<file path="config.mk">
export PLATFORM = sky130hd
export DESIGN_NAME = cdt_timer
export DESIGN_NICKNAME = d
export VERILOG_FILES = /design/src/rtl/cdt_pkg.sv /design/src/rtl/cdt_tick_sel.sv /design/src/rtl/cdt_down_counter.sv /design/src/rtl/cdt_flag_irq.sv /design/src/rtl/cdt_timer.sv
export SDC_FILE = /design/constraint.sdc
export NUM_CORES = 1
export LEC_CHECK = 0
export CAP_MARGIN = 20
export CELL_PAD_IN_SITES_DETAIL_PLACEMENT = 0
export CELL_PAD_IN_SITES_GLOBAL_PLACEMENT = 2
export CORE_UTILIZATION = 34
export CTS_CLUSTER_SIZE = 24
export DETAILED_ROUTE_END_ITERATION = 7
export DONT_BUFFER_PORTS = 1
export HOLD_SLACK_MARGIN = 0.08
export PLACE_DENSITY = 0.72
export SLEW_MARGIN = 40
export SYNTH_ARGS = -nofsm -noshare
export SYNTH_HDL_FRONTEND = slang
export SYNTH_SLANG_ARGS = --single-unit
</file>
<file path="constraint.sdc">
create_clock -name clk -period 2.24 [get_ports clk]
set_input_delay 0.112 -clock clk [delete_from_list [all_inputs] [get_ports clk]]
set_output_delay 0.112 -clock clk [all_outputs]
set_load 0.005 [all_outputs]
</file>
<file path="src/rtl/cdt_pkg.sv">
package cdt_pkg;
  localparam int CDT_ADDR_W = 2;
  localparam logic [CDT_ADDR_W-1:0] ADDR_COUNT = 2'd0;
  localparam logic [CDT_ADDR_W-1:0] ADDR_CTRL  = 2'd1;
  localparam logic [CDT_ADDR_W-1:0] ADDR_STAT  = 2'd2;
  // control register field positions
  localparam int CTRL_RUN_BIT = 0;
  localparam int CTRL_SRC_LSB = 1;
  // status register field positions
  localparam int STAT_FLAG_BIT = 0;
  localparam int STAT_IE_BIT   = 1;
endpackage

</file>
<file path="src/rtl/cdt_tick_sel.sv">
module cdt_tick_sel #(
  parameter int NUM_SRC = 4,
  parameter int SEL_W   = (NUM_SRC > 1) ? $clog2(NUM_SRC) : 1
) (
  input  logic [NUM_SRC-1:0] tick_en,
  input  logic [SEL_W-1:0]   sel,
  input  logic               run,
  output logic               step
);
  logic [NUM_SRC-1:0] hit;
  for (genvar g = 0; g < NUM_SRC; g++) begin : g_src
    assign hit[g] = tick_en[g] && (sel == SEL_W'(g));
  end
  assign step = run && (|hit);
endmodule

</file>
<file path="src/rtl/cdt_down_counter.sv">
module cdt_down_counter #(
  parameter int CNT_W = 8
) (
  input  logic             clk,
  input  logic             rst_n,
  input  logic             load,
  input  logic [CNT_W-1:0] load_val,
  input  logic             step,
  output logic [CNT_W-1:0] cnt_q,
  output logic             expire
);
  localparam logic [CNT_W-1:0] ONE  = CNT_W'(1);
  localparam logic [CNT_W-1:0] ZERO = '0;

  logic [CNT_W-1:0] reload_q;
  logic             advance;

  assign advance = step && !load && (cnt_q != ZERO);
  assign expire  = advance && (cnt_q == ONE);

  always_ff @(posedge clk or negedge rst_n) begin
    if (!rst_n) begin
      cnt_q    <= ZERO;
      reload_q <= ZERO;
    end else if (load) begin
      cnt_q    <= load_val;
      reload_q <= load_val;
    end else if (expire) begin
      cnt_q <= reload_q;
    end else if (advance) begin
      cnt_q <= cnt_q - ONE;
    end
  end

  assert_load_R2: assert property (@(posedge clk) disable iff (!rst_n)
    load |=> cnt_q == $past(load_val));
  assert_decrement_R3: assert property (@(posedge clk) disable iff (!rst_n)
    (step && !load && cnt_q > ONE) |=> cnt_q == $past(cnt_q) - ONE);
  assert_hold_R4: assert property (@(posedge clk) disable iff (!rst_n)
    (!step && !load) |=> $stable(cnt_q));
  assert_reload_R6: assert property (@(posedge clk) disable iff (!rst_n)
    (step && !load && cnt_q == ONE) |=> cnt_q == $past(reload_q));
  assert_zero_hold_R7: assert property (@(posedge clk) disable iff (!rst_n)
    (!load && cnt_q == ZERO) |=> cnt_q == ZERO);
endmodule

</file>
<file path="src/rtl/cdt_flag_irq.sv">
module cdt_flag_irq (
  input  logic clk,
  input  logic rst_n,
  input  logic expire,
  input  logic wr_stat,
  input  logic wr_flag_bit,
  input  logic wr_ie_bit,
  output logic flag_q,
  output logic irq
);
  logic ie_q;

  always_ff @(posedge clk or negedge rst_n) begin
    if (!rst_n) begin
      flag_q <= 1'b0;
      ie_q   <= 1'b0;
    end else begin
      if (expire)                      flag_q <= 1'b1;
      else if (wr_stat && !wr_flag_bit) flag_q <= 1'b0;
      if (wr_stat) ie_q <= wr_ie_bit;
    end
  end

  assign irq = flag_q && ie_q;

  assert_set_on_expire_R6: assert property (@(posedge clk) disable iff (!rst_n)
    expire |=> flag_q);
  assert_sticky_R8: assert property (@(posedge clk) disable iff (!rst_n)
    (flag_q && !(wr_stat && !wr_flag_bit)) |=> flag_q);
  assert_rise_cause_R8: assert property (@(posedge clk) disable iff (!rst_n)
    $rose(flag_q) |-> $past(expire));
  assert_irq_needs_flag_R9: assert property (@(posedge clk) disable iff (!rst_n)
    irq |-> flag_q);
endmodule

</file>
<file path="src/rtl/cdt_timer.sv">
module cdt_timer
  import cdt_pkg::*;
#(
  parameter int CNT_W   = 8,
  parameter int NUM_SRC = 4
) (
  input  logic                  clk,
  input  logic                  rst_n,
  input  logic                  reg_wr_en,
  input  logic [CDT_ADDR_W-1:0] reg_wr_addr,
  input  logic [CNT_W-1:0]      reg_wr_data,
  input  logic [NUM_SRC-1:0]    tick_en,
  output logic [CNT_W-1:0]      count_o,
  output logic                  flag_o,
  output logic                  irq_o
);
  localparam int SEL_W = (NUM_SRC > 1) ? $clog2(NUM_SRC) : 1;

  logic             wr_count, wr_ctrl, wr_stat;
  logic             run_q;
  logic [SEL_W-1:0] src_q;
  logic             step, expire;

  assign wr_count = reg_wr_en && (reg_wr_addr == ADDR_COUNT);
  assign wr_ctrl  = reg_wr_en && (reg_wr_addr == ADDR_CTRL);
  assign wr_stat  = reg_wr_en && (reg_wr_addr == ADDR_STAT);

  always_ff @(posedge clk or negedge rst_n) begin
    if (!rst_n) begin
      run_q <= 1'b0;
      src_q <= '0;
    end else if (wr_ctrl) begin
      run_q <= reg_wr_data[CTRL_RUN_BIT];
      src_q <= reg_wr_data[CTRL_SRC_LSB +: SEL_W];
    end
  end

  cdt_tick_sel #(.NUM_SRC(NUM_SRC), .SEL_W(SEL_W)) u_sel (
    .tick_en (tick_en),
    .sel     (src_q),
    .run     (run_q),
    .step    (step)
  );

  cdt_down_counter #(.CNT_W(CNT_W)) u_cnt (
    .clk      (clk),
    .rst_n    (rst_n),
    .load     (wr_count),
    .load_val (reg_wr_data),
    .step     (step),
    .cnt_q    (count_o),
    .expire   (expire)
  );

  cdt_flag_irq u_flag (
    .clk         (clk),
    .rst_n       (rst_n),
    .expire      (expire),
    .wr_stat     (wr_stat),
    .wr_flag_bit (reg_wr_data[STAT_FLAG_BIT]),
    .wr_ie_bit   (reg_wr_data[STAT_IE_BIT]),
    .flag_q      (flag_o),
    .irq         (irq_o)
  );

  assert_stopped_R4: assert property (@(posedge clk) disable iff (!rst_n)
    !run_q |-> !step);
  assert_ignore_addr3_R10: assert property (@(posedge clk) disable iff (!rst_n)
    (reg_wr_en && reg_wr_addr == 2'd3) |=> ($stable(run_q) && $stable(src_q)));
endmodule

</file>
==> flow_summary.toml, run 1 <==
[placement]
gp_congestion = 0.773
port_buffers = 0
dpl.hpwl_um = 2210
place_inst = 179
place_ws_ns = 0.0778

[die]
coreArea_um2 = 3420
die-width_um = 62.4
io_pins = 27
die_y_um = 62.4
rows = 21
die_area_um2 = 3900
initial_core_util_pct = 36.3

[cts]
root_buffer = "clkbuf_4"
clock_latency_ns = 0.31
cts_sinks = 21
h-tree-depth = 1
cts_tree = "yes"
cts_made_buffers = 3
cts_setup_buffers = 0
cts_buffer_depth = 2
clk_transition_reported_paths_ns = 0.12

[grt]
grt_pass1_vias = 1007
grt_antenna_before_repair = 0
grt_max_degree = 22
grt_usage_pct = 16.3
top_usage_layer = "met2"
overflow = 0
met3_usage_pct = 4.38
grt_pass1_wl_um = 4920
grt_util_met1_pct = 21.3
grt_use_met2_pct = 26.4

[setup_path]
cp_max_fo = 5
cp-endpoint = "u_cnt.cnt_q[7]$_DFFE_PN0P_"
critPathLaunch = "u_cnt.cnt_q[3]$_DFFE_PN0P_"
worst-path-buf-inv = 0
critical_path.top_delay_family = "simple AND/OR/NAND/NOR gates"
worstReg2RegEnd = "u_cnt.cnt_q[7]$_DFFE_PN0P_"
cp.depth = 5
max_stage_delay_ns = 0.59
critPathLaunchType = "flop"
r2r_setup_slack_ns = 0.13
path_cells = "or4_4 > nor4_4 > and3_1 > mux2_1 > o221a_1"
worstReg2RegStart = "u_cnt.cnt_q[3]$_DFFE_PN0P_"
cp.arrival_ns = 2.33
required_ns = 2.46
critPathSlowestCell = "or4_4"
reg2regPathDepth = 5
path_class = "reg -> reg"
end_kind = "flop"

[synthesis]
synth_area_per_cell_um2 = 9.62
netlist_instances = 129
ys_seq_area_share_pct = 42.3
yosysWarningCount = 0
synth-seq-cells = 21
synthesis.nets = 149
async_flop_share_pct = 100
synthFlopType = "dfrtp_1"
synth_area_um2 = 1240
synth_edf_count = 0
yosysUniqueCellTypes = 43

[sta]
whs_ns = 0.119
rsz0062_at_grt = "no"
slew_viol_final = 0
final_hold_viol_count = 0
fin_crit_ns = 2.11
finClkSkew_ns = 0.00358
period_share_pct = 94.4
fin_setup_tns_ns = 0
setup_viol = 0
setup_ws_ns = 0.126
tightest_slew_ns = 0.571
fmax_mhz = 473
maxSlewHeadroom_pct = 61.6

[layout]
n_antenna_cell = 0
final_common_cell = "nand2_1"
final_nets = 171
layout_common_cells = "nand2_1, dfrtp_1, dlygate4sd3_1, buf_4"
layout-drive-gt1-share_pct = 16.7
syn_to_final_growth_pct = 21.1
instances_no_fill = 196

[pwr]
ir_drop_uv = 455
power_density_nw_per_um2 = 974
p_leak_uw = 0.000653

[route]
firstDrtPassIters = 4
antenna_left = 0
drt-total-wl_um = 3020
dr_total_vias = 1058
drt_iter0_drc = 74
avgRoutedWirePerCell_um = 15.4
drc = 0
viasPerCell = 5.40

[hold_path]
hold_path.class = "in -> reg"

[job]
drv_cap = 0

[run_status]
status = "complete, no violations"
-- cell usage after synthesis, types with 2 or more instances --
cell | number | share of area, %
nand2_1 | 23 | 7.0
dfrtp_1 | 21 | 42
nor2_1 | 7 | 2.1
o21ai_0 | 7 | 2.8
mux2i_1 | 6 | 4.8
inv_1 | 5 | 1.5
clkbuf_1 | 4 | 1.2
mux2_2 | 4 | 3.6
nand2b_1 | 4 | 2.0
ha_1 | 3 | 3.0
nand3_1 | 3 | 1.2
o21ai_1 | 3 | 1.2
a211oi_1 | 2 | 1.2
a21oi_1 | 2 | 0.81
a22o_1 | 2 | 1.4
and3_1 | 2 | 1.0
nand3b_1 | 2 | 1.2
nor3b_1 | 2 | 1.2
nor4_1 | 2 | 1.0
o31ai_1 | 2 | 1.2
-- layer usage --
layer / up-vias / wire length (µm)
met5: - / 0
met2: 36 / 1440
met4: 0 / 33
met1: 510 / 1380
met3: 4 / 162
li1: 508 / -
-- final cells by class --
| cell class | count | area [µm²] |
|---|---|---|
| Clock buffer | 3 | 22.5 |
| Fill cell | 367 | 1910 |
| Timing Repair Buffer | 22 | 193 |
| Inverter | 5 | 18.8 |
| Clock inverter | 1 | 5.00 |
| Multi-Input combinational cell | 98 | 681 |
| Sequential cell | 21 | 526 |
| Tap cell | 46 | 57.6 |
-- power breakdown --
group / switching (µW) / leakage, µW / internal (µW) / total, µW
Sequential: 115 / 0.000259 / 485 / 600
Combinational: 359 / 0.000376 / 314 / 673
Clock: 124 / 0.0000177 / 66.9 / 191
Total: 598 / 0.000653 / 866 / 1460
-- registers in the layout, summed over array words and instances, names as in the netlist --
signal          count
run_q               1
u_cnt.reload_q      8
u_cnt.cnt_q         8
u_flag.flag_q       1
src_q               2
u_flag.ie_q         1
-- cell families after synthesis --
logic type	count (synthesis)	synth area share, %
AND/OR/NAND/NOR	53	24.1
AO/OA/AOI/OAI	29	16.1
flip-flops	21	42.3
multiplexers	11	9.37
buffers and inverters	10	3.63
adder cells (fa/ha/maj)	3	3.02
XOR/XNOR	2	1.41
-- per-stage QoR --
stage	power, µW	instance area, µm²	utilization (%)
after floorplan	1050	1240	-
after global placement	1230	1350	39.4
after detailed placement	1240	1350	39.4
after CTS	1470	1490	43.7
after global routing	1570	1500	44.0
final	1460	1500	44.0
-- timing repair --
| item | in CTS | in global routing |
|---|---|---|
| hold buffers | 12 | 1 |
| gates resized for setup | 0 | 1 |
| hold endpoints to repair | 41 | 21 |
| setup endpoints to repair | 0 | 2 |
-- how the worst min path moves through the flow --
stage,start,end,slack [ns],depth (start not counted)
CTS,reg_wr_en,src_q[1]$_DFFE_PN0P_,0.11,2
finish,reg_wr_en,src_q[1]$_DFFE_PN0P_,0.12,2
global route,reg_wr_en,run_q$_DFFE_PN0P_,0.11,2
floorplan,rst_n,run_q$_DFFE_PN0P_,-0.18,0
detailed placement,rst_n,u_cnt.reload_q[7]$_DFFE_PN0P_,-0.18,0
global placement,rst_n,u_cnt.reload_q[7]$_DFFE_PN0P_,-0.18,0
Note: power is estimated with default switching activity, not from simulation.
==> run 2: changes to the inputs <==
Settings changed: PLACE_DENSITY 0.72 to 0.71, SYNTH_HIERARCHICAL from default to 1.
==> run 2 against run 1 <==
Compared with the run above:
- global-route usage rose by 1.3 points
- maximum frequency is 3.5% higher
- hold slack worse by 0.012 ns
- via count up 1.5%
- die area increased by 2.2%
- cell count is 2.6% lower
- largest power group unchanged
- highest routed layer is now met3
==> flow_summary.toml, run 2 <==
[run_status]
status = "complete, no violations"

[hold_path]
hold_path.class = "in -> reg"
min_from = "reg_wr_en"
hold_depth = 2
holdPathEnd = "run_q$_DFFE_PN0P_"

[setup_path]
worstReg2RegEnd = "u_cnt/cnt_q[0]$_DFFE_PN0P_"
path_class = "reg -> reg"
cp.arrival_ns = 2.18
critPathLaunchType = "flop"
required_ns = 2.38
worstReg2RegStart = "src_q[1]$_DFFE_PN0P_"
r2r_setup_slack_ns = 0.20
reg2regPathDepth = 6
end_kind = "flop"
cp_max_fo = 4

[layout]
top_regs = "u_cnt/cnt_q (8), u_cnt/reload_q (8), src_q (2)"
n_antenna_cell = 0
n_fill_cell = 360
layout-drive-gt1-share_pct = 19.3
final_nets = 165
syn_to_final_growth_pct = 19.8
instances_no_fill = 191
layout_common_cells = "dfrtp_1, o21ai_0, dlygate4sd3_1, inv_1"
final_common_cell = "dfrtp_1"

[route]
firstDrtPassIters = 4
antenna_left = 0
dr_total_vias = 1074
drc = 0
avgRoutedWirePerCell_um = 17.0
viasPerCell = 5.62
drt_iter0_drc = 77
drt-total-wl_um = 3250

[synthesis]
synth_area_um2 = 1270
async_flop_share_pct = 100
synth_common_cells = "dfrtp_1, o21ai_0, inv_1, nor2_1, nand2_1"
netlist_instances = 128
yosys.area.top_type = "dfrtp_1"
synth.most_common_cell = "dfrtp_1"
synthesis.nets = 147
ys_top_cells_by_area = "dfrtp_1, mux2_4, o21ai_0, inv_1, mux2_2"
synth_top_area_share_pct = 41.4
synth_area_per_cell_um2 = 9.92
yosysUniqueCellTypes = 44
yosysWarningCount = 6
synthFlopType = "dfrtp_1"
synth_edf_count = 0
synth-seq-cells = 21
ys_seq_area_share_pct = 41.4

[sta]
setup_viol = 0
finClkSkew_ns = 0.00225
period_share_pct = 91.2
tightest_slew_ns = 0.539
rsz0062_at_grt = "no"
final_hold_viol_count = 0
fin_setup_tns_ns = 0
maxSlewHeadroom_pct = 63.7
slew_viol_final = 0
setup_ws_ns = 0.198
fin_crit_ns = 2.04
fmax_mhz = 490

[die]
die-width_um = 63.1
io_pins = 27
die_area_um2 = 3980
initial_core_util_pct = 36.6
coreArea_um2 = 3470
rows = 21
die_y_um = 63.1

[grt]
overflow = 0
grt_antenna_before_repair = 0
grt_usage_pct = 17.6
grt_max_degree = 30
grt_pass1_wl_um = 5490
grt_pass1_vias = 1056

[cts]
clock_latency_ns = 0.26
cts_sinks = 21
cts_buffer_depth = 2
h-tree-depth = 1
clk_transition_reported_paths_ns = 0.08
root_buffer = "clkbuf_8"
cts_tree = "yes"
cts_made_buffers = 3

[placement]
place_inst = 177
place_ws_ns = 0.165
dpl.hpwl_um = 2390
gp_congestion = 0.846
port_buffers = 0

[pwr]
p_leak_uw = 0.000653
ir_drop_uv = 394
power_density_nw_per_um2 = 1030

[job]
drv_cap = 0
==> run 2: metal layers <==
layer  vias to the layer above  global-route usage, %  wire, µm
met2                        25                   27.4      1500
met4                         0                   2.91         0
met3                         0                   4.35       154
met1                       533                   24.6      1600
met5                         -                      0         0
li1                        516                      -         -
==> run 2: worst max-delay path by stage <==
stage	startpoint	end	slack, ns	depth (start not counted)
finish	src_q[1]$_DFFE_PN0P_	u_cnt/cnt_q[0]$_DFFE_PN0P_	0.20	6
global route	src_q[1]$_DFFE_PN0P_	u_cnt/cnt_q[0]$_DFFE_PN0P_	0.03	6
CTS	src_q[1]$_DFFE_PN0P_	u_cnt/cnt_q[0]$_DFFE_PN0P_	0.14	7
detailed placement	src_q[1]$_DFFE_PN0P_	u_cnt/cnt_q[0]$_DFFE_PN0P_	0.17	7
global placement	src_q[1]$_DFFE_PN0P_	u_cnt/cnt_q[3]$_DFFE_PN0P_	0.23	8
floorplan	src_q[1]$_DFFE_PN0P_	u_cnt/cnt_q[0]$_DFFE_PN0P_	0.31	6
==> run 2: cell type report <==
type                       count  area (µm²)  share of cell area (%)
multi-input combinational     92         701                    46.1
sequential                    21         526                    34.5
timing repair buffer          18         155                    10.2
tap                           46        57.6                    3.78
clock buffer                   4        45.0                    2.96
inverter                      10        37.5                    2.47
==> run 2: metrics by stage <==
stage / hold slack, ns / utilization [%] / power [µW] / instance area, µm²
5_1_grt: 0.102 / 43.9 / 1700 / 1520
3_5_place_dp: -0.183 / 39.6 / 1280 / 1370
3_3_place_gp: -0.183 / 39.6 / 1270 / 1370
2_1_floorplan: -0.184 / - / 1060 / 1270
4_1_cts: 0.101 / 43.5 / 1560 / 1510
6_report: 0.107 / 43.9 / 1570 / 1520
==> run 2: worst max-delay path, cell delays in order (launching register included) <==
cell	delay [ns]
dfrtp_1	0.38
mux4_2	0.51
and2_1	0.20
nand3b_1	0.22
nor3_1	0.11
a2111oi_1	0.41
a311oi_1	0.09
==> run 2: logic make-up after synthesis <==
| group | synth area share (%) |
|---|---|
| AOI/OAI and AO/OA | 20.0 |
| adders and majority gates | 1.97 |
| buffers and inverters | 4.43 |
| DFF | 41.4 |
| muxes | 11.5 |
| and+or+nand+nor | 20.7 |
==> run 2: timing repair <==
item / 4_1_cts / 5_1_grt
endpoints found under the hold margin: 41 / 21
setup buffers: 0 / 0
hold buffers: 9 / 1
resized for setup: 0 / 2
setup endpoints to repair: 0 / 3
==> run 2: where the power goes <==
| part | switching, µW | total, µW | leakage, µW | internal (µW) |
|---|---|---|---|---|
| Combinational | 374 | 685 | 0.000375 | 311 |
| Sequential | 141 | 629 | 0.000255 | 488 |
| Clock | 126 | 253 | 0.0000228 | 127 |
| Total | 641 | 1570 | 0.000653 | 925 |
==> run 3: changes to the inputs <==
Settings changed: RECOVER_POWER from default to 25.
==> run 3 against run 2 <==
Compared with the run above:
- clock-buffer cell count is the same
- largest power group unchanged
- hold slack unchanged
- highest routed layer unchanged
- critical path type unchanged
- utilization about the same
==> flow_summary.toml, run 3 (synthesis results as in run 2) <==
[run_status]
status = "complete, no violations"

[layout]
top_regs = "u_cnt/cnt_q (8), u_cnt/reload_q (8), src_q (2)"
final_common_cell = "dfrtp_1"
syn_to_final_growth_pct = 19.7
layout_common_cells = "dfrtp_1, o21ai_0, dlygate4sd3_1, inv_1"
multi_input_area_um2 = 701
n_fill_cell = 361
final_nets = 165
seq_area_um2 = 526
n_antenna_cell = 0
layout-drive-gt1-share_pct = 18.6

[grt]
overflow = 0
grt_max_degree = 30
grt_usage_pct = 17.6
grt_pass1_wl_um = 5490
grt_antenna_before_repair = 0
grt_pass1_vias = 1056

[cts]
cts_setup_buffers = 0
cts_made_buffers = 3
clock_latency_ns = 0.26
cts_sinks = 21
cts_buffer_depth = 2
clk_transition_reported_paths_ns = 0.08
cts_tree = "yes"
h-tree-depth = 1
root_buffer = "clkbuf_8"

[sta]
rsz0062_at_grt = "no"
maxSlewHeadroom_pct = 20.8
period_share_pct = 91.2
slew_viol_final = 0
fin_setup_tns_ns = 0
fin_crit_ns = 2.04
finClkSkew_ns = 0.00225
setup_viol = 0
fmax_mhz = 490
final_hold_viol_count = 0
tightest_slew_ns = 1.19

[die]
die_y_um = 63.1
rows = 21
die_area_um2 = 3980
coreArea_um2 = 3470
io_pins = 27
die-width_um = 63.1
initial_core_util_pct = 36.6

[route]
viasPerCell = 5.62
firstDrtPassIters = 4
avgRoutedWirePerCell_um = 17.0
drt-total-wl_um = 3250
drt_iter0_drc = 77
antenna_left = 0
dr_total_vias = 1074
drc = 0

[placement]
port_buffers = 0
gp_congestion = 0.846
dpl.hpwl_um = 2390

[setup_path]
end_kind = "flop"
cp_max_fo = 4
critPathLaunchType = "flop"
max_stage_delay_ns = 0.51
critical_path.top_delay_family = "simple AND/OR/NAND/NOR gates"
path_cells = "mux4_2 > and2_1 > nand3b_1 > nor3_1 > a2111oi_1 > a311oi_1"
required_ns = 2.38
critPathSlowestCell = "mux4_2"
cp.arrival_ns = 2.18
worst-path-buf-inv = 0
path_class = "reg -> reg"

[pwr]
p_leak_uw = 0.000650
ir_drop_uv = 394
power_density_nw_per_um2 = 1030
power_uw = 1570

[job]
drv_cap = 0

[hold_path]
hold_path.class = "in -> reg"
[run 3: changes by cell type in the layout (fill, tap and decap cells not counted), sizes merged]
| cell | delta |
|---|---|
| clkbuf | +1 |
| buf | -1 |
[run 3: power breakdown]
group	internal (µW)	total [µW]	switching, µW
clock	127	253	126
sequential	488	629	141
combinational	311	685	374
total	925	1570	641
[run 3: area by class of cell]
class                   count  area share (%)
flip-flops and latches     21            34.6
multi-input cells          92            46.1
well taps                  46            3.79
repair buffers             18            10.1
clock buffers               4            2.96
inverters                  10            2.47
[run 3: worst paths after layout]
| check | start | endpoint | slack, ns | cells after the start |
|---|---|---|---|---|
| min in group asynchronous | rst_n | u_cnt/cnt_q[2]$_DFFE_PN0P_ | 0.61 | 2 |
| hold reg to reg | run_q$_DFFE_PN0P_ | run_q$_DFFE_PN0P_ | 0.51 | 1 |
| setup / recovery | src_q[1]$_DFFE_PN0P_ | u_cnt/cnt_q[0]$_DFFE_PN0P_ | 0.20 | 6 |
| max in group asynchronous | rst_n | u_cnt/cnt_q[4]$_DFFE_PN0P_ | 0.93 | 2 |
| setup reg to reg | src_q[1]$_DFFE_PN0P_ | u_cnt/cnt_q[0]$_DFFE_PN0P_ | 0.20 | 6 |
| hold / removal | reg_wr_en | run_q$_DFFE_PN0P_ | 0.11 | 2 |
[run 3: repair_timing]
| action | 4_1_cts | 5_1_grt |
|---|---|---|
| hold buffers | 9 | 1 |
| gates resized for setup | 0 | 2 |
| endpoints found under the setup margin | 0 | 3 |
| hold endpoints to repair | 41 | 21 |
[run 3: routing by layer]
metal | global-route usage (%) | up-vias | share of wire, %
met2 | 27.4 | 25 | 46
met4 | 2.91 | 0 | 0
met5 | 0 | - | 0
met1 | 24.6 | 533 | 49
met3 | 4.35 | 0 | 4.7
li1 | - | 516 | -
[run 3: stage by stage]
step	instances	util (%)	hold WS, ns	instance area, µm²	setup WS (ns)
floorplan	128	-	-0.184	1270	0.311
global route	191	43.8	0.102	1520	0.0336
global placement	177	39.6	-0.183	1370	0.230
detailed placement	177	39.6	-0.183	1370	0.165
CTS	190	43.5	0.101	1510	0.140
finish	191	43.8	0.107	1520	0.198
